## config.mk

```make
export PLATFORM = sky130hd
export DESIGN_NAME = dbg_link_bridge
export DESIGN_NICKNAME = d
export VERILOG_FILES = /design/src/rtl/dbg_link_pkg.sv /design/src/rtl/dbg_link_gather.sv /design/src/rtl/dbg_link_emit.sv /design/src/rtl/dbg_link_bridge.sv
export SDC_FILE = /design/constraint.sdc
export NUM_CORES = 1
export LEC_CHECK = 0
export ABC_CLOCK_PERIOD_IN_PS = 3400
export BUFFER_PORTS_ARGS = -buffer_cell sky130_fd_sc_hd__buf_2
export CAP_MARGIN = 20
export CORE_UTILIZATION = 55
export CTS_CLUSTER_SIZE = 40
export DETAILED_ROUTE_END_ITERATION = 8
export PLACE_DENSITY_LB_ADDON = 0.05
export SLEW_MARGIN = 20
export SYNTH_ARGS = -nofsm -noshare
export SYNTH_HDL_FRONTEND = slang
export SYNTH_SLANG_ARGS = --single-unit
```

## constraint.sdc

```tcl
create_clock -name clk -period 3.4 [get_ports clk]
set_input_delay 0.17 -clock clk [delete_from_list [all_inputs] [get_ports clk]]
set_output_delay 0.17 -clock clk [all_outputs]
set_load 0.005 [all_outputs]
```

## src/rtl/dbg_link_pkg.sv

```systemverilog
package dbg_link_pkg;

    typedef enum logic [2:0] {
        ST_IDLE,
        ST_ADDR,
        ST_WDATA,
        ST_BUS,
        ST_TX
    } link_state_e;

    typedef struct packed {
        logic       is_cmd;
        logic       is_write;
        logic [5:0] count_m1;
    } ctrl_byte_t;

    function automatic ctrl_byte_t decode_ctrl(input logic [7:0] b);
        ctrl_byte_t c;
        c.is_cmd   = b[7];
        c.is_write = b[6];
        c.count_m1 = b[5:0];
        return c;
    endfunction

    function automatic logic [7:0] status_byte(input logic mode, input logic [1:0] rsp);
        return {5'b00000, mode, rsp};
    endfunction

endpackage

```

## src/rtl/dbg_link_gather.sv

```systemverilog
module dbg_link_gather #(
    parameter int NBYTES = 4
) (
    input  logic                clk,
    input  logic                rst,
    input  logic                clr,
    input  logic                take,
    input  logic [7:0]          byte_in,
    output logic [NBYTES*8-1:0] word_nxt,
    output logic                last
);
    localparam int CW = (NBYTES > 1) ? $clog2(NBYTES) : 1;

    logic [CW-1:0]       cnt;
    logic [NBYTES*8-1:0] acc;

    assign word_nxt = {acc[NBYTES*8-9:0], byte_in};
    assign last     = (cnt == CW'(NBYTES - 1));

    always_ff @(posedge clk) begin
        if (rst || clr) begin
            cnt <= '0;
            acc <= '0;
        end else if (take) begin
            acc <= word_nxt;
            cnt <= last ? '0 : cnt + CW'(1);
        end
    end
endmodule

```

## src/rtl/dbg_link_emit.sv

```systemverilog
module dbg_link_emit #(
    parameter int NBYTES = 5,
    localparam int CW = $clog2(NBYTES + 1)
) (
    input  logic                clk,
    input  logic                rst,
    input  logic                load,
    input  logic [NBYTES*8-1:0] load_word,
    input  logic [CW-1:0]       load_cnt,
    input  logic                tx_ready,
    output logic [7:0]          tx_data,
    output logic                tx_valid
);
    logic [NBYTES*8-1:0] sh;
    logic [CW-1:0]       left;

    assign tx_valid = (left != '0);
    assign tx_data  = sh[NBYTES*8-1 -: 8];

    always_ff @(posedge clk) begin
        if (rst) begin
            sh   <= '0;
            left <= '0;
        end else if (load) begin
            sh   <= load_word;
            left <= load_cnt;
        end else if (tx_valid && tx_ready) begin
            sh   <= {sh[NBYTES*8-9:0], 8'h00};
            left <= left - CW'(1);
        end
    end
endmodule

```

## src/rtl/dbg_link_bridge.sv

```systemverilog
module dbg_link_bridge
    import dbg_link_pkg::*;
#(
    parameter int WORD_W = 32,
    parameter int LEN_W  = 6
) (
    input  logic              clk,
    input  logic              rst,
    input  logic [7:0]        rx_data,
    input  logic              rx_valid,
    output logic              rx_ready,
    output logic [7:0]        tx_data,
    output logic              tx_valid,
    input  logic              tx_ready,
    output logic              bus_req,
    output logic              bus_wr,
    output logic [WORD_W-1:0] bus_addr,
    output logic [WORD_W-1:0] bus_wdata,
    input  logic [WORD_W-1:0] bus_rdata,
    input  logic              bus_ack,
    input  logic [1:0]        bus_resp,
    input  logic              resp_en,
    input  logic              dbg_mode,
    input  logic              dbg_enter
);
    localparam int WB  = WORD_W / 8;
    localparam int EB  = WB + 1;
    localparam int ECW = $clog2(EB + 1);

    link_state_e      state;
    ctrl_byte_t       ctrl;
    logic             op_wr;
    logic             in_cmd;
    logic             note_pend;
    logic [LEN_W-1:0] left;
    logic [WORD_W-1:0] addr, wdata;

    logic              take, g_last;
    logic [WORD_W-1:0] g_word;
    logic              e_load;
    logic [EB*8-1:0]   e_word;
    logic [ECW-1:0]    e_cnt;

    assign ctrl     = decode_ctrl(rx_data);
    assign rx_ready = ((state == ST_IDLE) && !note_pend) ||
                      (state == ST_ADDR) || (state == ST_WDATA);
    assign take     = rx_valid && rx_ready;

    assign bus_req   = (state == ST_BUS);
    assign bus_wr    = op_wr;
    assign bus_addr  = addr;
    assign bus_wdata = wdata;

    dbg_link_gather #(.NBYTES(WB)) gather_i (
        .clk      (clk),
        .rst      (rst),
        .clr      (state == ST_IDLE),
        .take     (take && ((state == ST_ADDR) || (state == ST_WDATA))),
        .byte_in  (rx_data),
        .word_nxt (g_word),
        .last     (g_last)
    );

    always_comb begin
        e_load = 1'b0;
        e_word = '0;
        e_cnt  = '0;
        if (state == ST_IDLE && note_pend) begin
            e_load = 1'b1;
            e_word = {status_byte(dbg_mode, 2'b00), {WORD_W{1'b0}}};
            e_cnt  = ECW'(1);
        end else if (state == ST_BUS && bus_ack) begin
            e_load = 1'b1;
            if (op_wr) begin
                e_word = {status_byte(dbg_mode, bus_resp), {WORD_W{1'b0}}};
                e_cnt  = resp_en ? ECW'(1) : ECW'(0);
            end else begin
                e_word = {bus_rdata, status_byte(dbg_mode, bus_resp)};
                e_cnt  = resp_en ? ECW'(EB) : ECW'(WB);
            end
        end
    end

    dbg_link_emit #(.NBYTES(EB)) emit_i (
        .clk       (clk),
        .rst       (rst),
        .load      (e_load),
        .load_word (e_word),
        .load_cnt  (e_cnt),
        .tx_ready  (tx_ready),
        .tx_data   (tx_data),
        .tx_valid  (tx_valid)
    );

    always_ff @(posedge clk) begin
        if (rst) begin
            state     <= ST_IDLE;
            op_wr     <= 1'b0;
            in_cmd    <= 1'b0;
            note_pend <= 1'b0;
            left      <= '0;
            addr      <= '0;
            wdata     <= '0;
        end else begin
            unique case (state)
                ST_IDLE: begin
                    if (note_pend) begin
                        note_pend <= 1'b0;
                        in_cmd    <= 1'b0;
                        state     <= ST_TX;
                    end else if (take && ctrl.is_cmd) begin
                        op_wr  <= ctrl.is_write;
                        left   <= ctrl.count_m1[LEN_W-1:0];
                        in_cmd <= 1'b1;
                        state  <= ST_ADDR;
                    end
                end
                ST_ADDR: if (take && g_last) begin
                    addr  <= g_word;
                    state <= op_wr ? ST_WDATA : ST_BUS;
                end
                ST_WDATA: if (take && g_last) begin
                    wdata <= g_word;
                    state <= ST_BUS;
                end
                ST_BUS: if (bus_ack) state <= ST_TX;
                ST_TX: if (!tx_valid) begin
                    if (!in_cmd || left == '0) begin
                        in_cmd <= 1'b0;
                        state  <= ST_IDLE;
                    end else begin
                        left  <= left - LEN_W'(1);
                        addr  <= addr + WORD_W'(4);
                        state <= op_wr ? ST_WDATA : ST_BUS;
                    end
                end
                default: state <= ST_IDLE;
            endcase
            if (dbg_enter && resp_en) note_pend <= 1'b1;
        end
    end
endmodule

```

==> run_results.csv, run 1 <==
group,metric,value,unit
status,status,"complete, no violations",
placed_design,globalplace.congestion,0.884,
setup_path,slowest_stage,"nand2_1",
drt,vias,6703,
timing,hold_viol_final,0,
finish,final_layout_size_suffix_gt1_frac,0.199,
placed_design,place_hpwl,12400,um
global_routing,grt_pass1_vias,6132,
clock_tree,clk_latency,420,ps
floorplanning,start_util,0.569,
drt,drc,0,
setup_path,crit_path_end_kind,"register",
floorplanning,die_w,111,um
timing,setup_viol,0,
global_routing,met2_usage,0.483,
drt,antenna_left,0,
setup_path,worst-setup-path-type,"reg2reg",
setup_path,crit_path_start_kind,"register",
timing,fin_crit_sh,0.828,
synthesis,syn_avg_cell_area,7.68,um^2
clock_tree,cts_setup_buffers,0,
clock_tree,htree_levels,4,
finish,num_antenna_cells,0,
drt,first_pass_iters,6,
synthesis,yosys_most_used_dff,"dfxtp_1",
synthesis,netlist_instances,850,
setup_path,cp_slowest_stage_delay,710,ps
drt,first_iter_violations,611,
synthesis,seq_area_frac_synth,0.430,
synthesis,yosysUniqueCellTypes,67,
finish,nNetsFinal,1009,
global_routing,grt_max_degree,74,
flow_run,maxCapViolations,0,
drt,viasPerCell,6.04,
power_and_ir_drop,irDropWorstVdd,0.407,mV
drt,wirelength,18500,um
clock_tree,cts_sinks,140,
timing,relSlewSlack,0.296,
timing,skew,4.51,ps
setup_path,worst_ep_arrival_time,3080,ps
clock_tree,cts_buffer_depth,2,
drt,wl_per_cell,16.7,um
global_routing,met1_usage,0.389,
synthesis,syn-cell-area,6530,um^2
finish,postLayoutCellArea,7950,um^2
power_and_ir_drop,power_density,656,nW/um^2
floorplanning,boundaryPins,126,
global_routing,grt_pass1_wl,30000,um
timing,rsz0062_at_grt,"no",
synthesis,synth_top_area_frac,0.430,
setup_path,path_cells,"or3b_2, a21o_1, nand2_1, nor2_1, a211oi_1",
global_routing,gr-total-overflow,0,
synthesis,async_flop_share,0,
global_routing,track_usage,0.302,
setup_path,critPathMaxFanout,30,
synthesis,synth_nets,905,
clock_tree,cts_root_buffer,"clkbuf_16",
clock_tree,cts_tree,"yes",
timing,fin_crit,2820,ps
timing,fmax,355,MHz
timing,tightest_slew,1060,ps
min_path,hold_class,"in2reg",
floorplanning,die_h,111,um
synthesis,synth_top_cell_by_area,"dfxtp_1",
power_and_ir_drop,p_leak,3.01,nW
global_routing,gr-usage-met3,0.0618,
timing,drv_slew,0,
floorplanning,die_area,12300,um^2
global_routing,busiest_layer,"met2",
floorplanning,rows,39,
synthesis,ys_warn_count,0,
synthesis,synth_most_common_cell,"nand2_1",
placed_design,place_area,7050,um^2
global_routing,antenna_found_initial,0,
timing,setup-tns-final,0,ps
synthesis,synth_commonest_cells,"192 x nand2_1, 140 x dfxtp_1, 106 x a21oi_1, 61 x nor2_1, 56 x clkbuf_1",
floorplanning,core-area,11500,um^2
clock_tree,cts_buffers,17,
finish,area_growth_syn_to_layout,21.9,%
clock_tree,ctsResizeCount,0,
placed_design,portBuffers,125,
synthesis,ys_ff_latch,140,
setup_path,critPathRequiredTime,3660,ps
synthesis,synthTopCellsByArea,"dfxtp_1 43%, nand2_1 11%, a21oi_1 8.1%",
synthesis,synth-edff-count,0,
clock_tree,cts.clk_slew.worst_paths,60,ps
## worst max-delay path: cells and delay by family, from the launching register on
| family | cells | cell delay [ps] |
|---|---|---|
| and+or+nand+nor | 3 | 1290 |
| AOI/OAI and AO/OA | 2 | 710 |
| DFF | 1 | 640 |
## what timing repair did
item | in CTS | in global routing
endpoints found under the hold margin | 26 | 0
setup endpoints to repair | 0 | 0
hold buffers | 27 | 0
## power by group
group | internal (mW) | switching, mW
Combinational | 0.481 | 0.803
Sequential | 1.83 | 0.157
Clock | 1.25 | 0.694
## per-layer routing
layer  share of wire  up-vias
met5               0        -
met4           0.028        0
met3           0.066       44
met2            0.48      297
met1            0.43     3155
li1                -     3207
## placed cells by master (no fill, tap or decap), types with 5 or more instances in the layout
master	count
a221oi_1	6
ha_1	5
dlygate4sd3_1	27
nand3_1	20
o22ai_1	9
buf_2	124
inv_1	13
a21oi_1	105
nand2b_1	5
nand2_1	192
and2_1	7
o31ai_1	5
clkbuf_16	17
dfxtp_1	140
nor3_1	16
mux2i_1	6
nor2_1	59
a211oi_1	27
and4_1	5
a22oi_1	10
nor4_1	9
buf_4	10
o21ai_0	53
nand4_1	8
clkbuf_8	5
or2_2	5
## metrics by stage
step | power [mW] | utilization | hold WS [ps] | instances | setup slack (ps)
after floorplan | 2.98 | - | 279 | 850 | 1300
after global placement | 3.19 | 0.615 | 368 | 1051 | 853
after detailed placement | 3.24 | 0.615 | 377 | 1051 | 741
after CTS | 5.20 | 0.693 | 0.226 | 1110 | 667
after global routing | 5.46 | 0.694 | 3.22 | 1110 | 420
final | 5.21 | 0.694 | 8.04 | 1110 | 584
## sequential cells by signal, summed over array words and instances (netlist names)
name and flops:
emit_i.sh 35, bus_addr 32, bus_wdata 32, gather_i.acc 24
left 6, emit_i.left 3, state 3, gather_i.cnt 2
bus_wr 1, in_cmd 1, note_pend 1
## kinds of logic after synthesis
group,share of synthesized area
mux,0.0127
fa+ha+maj,0.00959
compound gates,0.241
xor+xnor,0.00134
simple gates,0.243
flops,0.430
buf+inv,0.0635
## layout make-up
class / instances / area [um^2]
fill: 965 / 3510
multi-input combinational: 621 / 3330
sequential: 140 / 2800
timing repair buffer: 161 / 966
clock buffer: 22 / 494
tap: 143 / 179
clock inverter: 10 / 136
inverter: 13 / 48.8
## final timing paths
check	startpoint	end	slack [ps]	cells past startpoint
max	state[1]$_SDFFE_PP0P_	emit_i.sh[22]$_SDFFE_PP0P_	580	5
min	bus_rdata[21]	emit_i.sh[29]$_SDFFE_PP0P_	8	3
max reg2reg	state[1]$_SDFFE_PP0P_	emit_i.sh[22]$_SDFFE_PP0P_	580	5
min reg2reg	bus_wdata[30]$_SDFFE_PP0P_	bus_wdata[30]$_SDFFE_PP0P_	450	2
Note: power is estimated with default switching activity, not from simulation.
==> run 2: changes to the inputs <==
--- a/config.mk
+++ b/config.mk
@@ -5,7 +5,7 @@
 export SDC_FILE = /design/constraint.sdc
 export NUM_CORES = 1
 export LEC_CHECK = 0
-export ABC_CLOCK_PERIOD_IN_PS = 3400
+export ABC_CLOCK_PERIOD_IN_PS = 2700
 export BUFFER_PORTS_ARGS = -buffer_cell sky130_fd_sc_hd__buf_2
 export CAP_MARGIN = 20
 export CORE_UTILIZATION = 55
==> constraint.sdc (replaced) <==
create_clock -name clk -period 2.7 [get_ports clk]
set_input_delay 0.135 -clock clk [delete_from_list [all_inputs] [get_ports clk]]
set_output_delay 0.135 -clock clk [all_outputs]
set_load 0.005 [all_outputs]
==> run 2 against run 1 <==
Critical path depth up 2. Register-to-register slack worse by 270 ps. Largest cell class unchanged. Worst hold slack better by 3.2 ps. Via count up 0.54%. Sequential cell count unchanged.
==> run_results.csv, run 2 (synthesis results as in run 1) <==
group,metric,value,unit
drt,antenna_left,0,
setup_path,crit_path_end_kind,"register",
clock_tree,cts.clk_slew.worst_paths,60,ps
finish,final_common_cell,"nand2_1",
setup_path,startpoint,"left[0]$_SDFFE_PP0P_",
min_path,hold_class,"in2reg",
setup_path,critPathMaxFanout,25,
min_path,min_path_cells,3,
floorplanning,die_w,111,um
global_routing,gr-total-overflow,0,
power_and_ir_drop,power_density,805,nW/um^2
clock_tree,cts_buffers,17,
drt,first_pass_iters,5,
floorplanning,core-area,11500,um^2
clock_tree,htree_levels,4,
timing,setup_viol,0,
drt,viasPerCell,5.95,
timing,setup-tns-final,0,ps
timing,worst_hold_slack,11.3,ps
flow_run,maxCapViolations,0,
floorplanning,die_h,111,um
setup_path,r2r_end,"bus_addr[19]$_SDFFE_PP0P_",
global_routing,grt_pass1_vias,6330,
finish,final_cell_mix,"192 x nand2_1, 140 x dfxtp_1, 124 x buf_2",
clock_tree,cts_tree,"yes",
timing,drv_slew,0,
clock_tree,cts_root_buffer,"clkbuf_16",
setup_path,cp-endpoint,"bus_addr[19]$_SDFFE_PP0P_",
drt,drc,0,
setup_path,critPathRequiredTime,3030,ps
timing,fin_crit_sh,0.885,
setup_path,worst-setup-path-type,"reg2reg",
power_and_ir_drop,irDropWorstVdd,0.700,mV
setup_path,rr_worst_depth,7,
drt,first_iter_violations,647,
placed_design,globalplace.congestion,0.888,
timing,rsz0062_at_grt,"no",
setup_path,crit_path_start_kind,"register",
floorplanning,die_area,12300,um^2
global_routing,grt_pass1_wl,30400,um
finish,final_layout_size_suffix_gt1_frac,0.205,
finish,regMostFlops,"emit_i.sh",
power_and_ir_drop,p_leak,3.09,nW
floorplanning,boundaryPins,126,
finish,num_antenna_cells,0,
floorplanning,rows,39,
setup_path,timing.rr.start,"left[0]$_SDFFE_PP0P_",
finish,area_growth_syn_to_layout,24.6,%
setup_path,worst_ep_arrival_time,2720,ps
placed_design,place_hpwl,12600,um
finish,utilization,0.709,
drt,vias,6739,
finish,nNetsFinal,1033,
global_routing,grt_max_degree,63,
setup_path,r2r_slack,310,ps
status,status,"complete, no violations",
timing,fmax,418,MHz
timing,tightest_slew,751,ps
global_routing,antenna_found_initial,0,
clock_tree,cts_sinks,140,
floorplanning,start_util,0.569,
placed_design,dpl.cell_count,1064,
timing,hold_viol_final,0,
global_routing,track_usage,0.308,
timing,relSlewSlack,0.499,
timing,skew,13.4,ps
drt,wl_per_cell,16.6,um
placed_design,portBuffers,125,
finish,stdcell_count,1133,
clock_tree,cts_buffer_depth,2,
clock_tree,clk_latency,430,ps
drt,wirelength,18800,um
timing,fin_crit,2390,ps
finish,largest_reg_flops,35,
-- run 2: final cells by class --
| type | count | area [um^2] |
|---|---|---|
| multi-input combinational | 621 | 3320 |
| fill | 915 | 3340 |
| clock inverter | 12 | 146 |
| sequential | 140 | 2800 |
| tap | 143 | 179 |
| inverter | 13 | 48.8 |
| timing repair buffer | 185 | 1190 |
| clock buffer | 19 | 443 |
-- run 2: repair_timing --
item	4_1_cts	5_1_grt
endpoints found under the hold margin	41	0
setup endpoints to repair	0	0
hold buffers	38	0
gates resized for setup	0	0
buffers inserted	0	0
-- run 2: metrics by stage --
stage | setup slack, ps | power (mW) | cell area, um^2
3_5_place_dp | 358 | 4.14 | 7160
4_1_cts | 326 | 6.52 | 8130
2_1_floorplan | 599 | 3.75 | 6530
3_3_place_gp | 454 | 4.08 | 7160
5_1_grt | 200 | 6.88 | 8130
6_report | 310 | 6.55 | 8130
-- run 2: worst min path at each step --
stage,start,to,slack [ps]
floorplan,bus_rdata[2],emit_i.sh[10]$_SDFFE_PP0P_,240
global placement,bus_rdata[0],emit_i.sh[8]$_SDFFE_PP0P_,340
detailed placement,bus_rdata[0],emit_i.sh[8]$_SDFFE_PP0P_,350
CTS,rx_data[5],gather_i.acc[5]$_SDFFE_PP0P_,1
global route,resp_en,emit_i.left[0]$_SDFFE_PP0P_,20
finish,bus_resp[1],emit_i.sh[1]$_SDFFE_PP0P_,10
-- run 2: report_power, final --
group / internal (mW) / switching [mW]
clock: 1.46 / 0.881
sequential: 2.31 / 0.195
combinational: 0.666 / 1.03
-- run 2: metal layers --
metal	track usage	vias to the layer above	wire, um
met4	0.133	0	516
met3	0.0672	49	1110
li1	-	3257	-
met2	0.522	256	9240
met1	0.374	3177	7920
met5	0	-	0
-- run 2: worst max-delay path: stages (launching register included) --
cell and delay [ps]:
dfxtp_1 310, inv_1 90, ha_1 210, or4b_2 620
o211ai_2 180, a21o_2 460, nor4_1 110, nor4_1 300
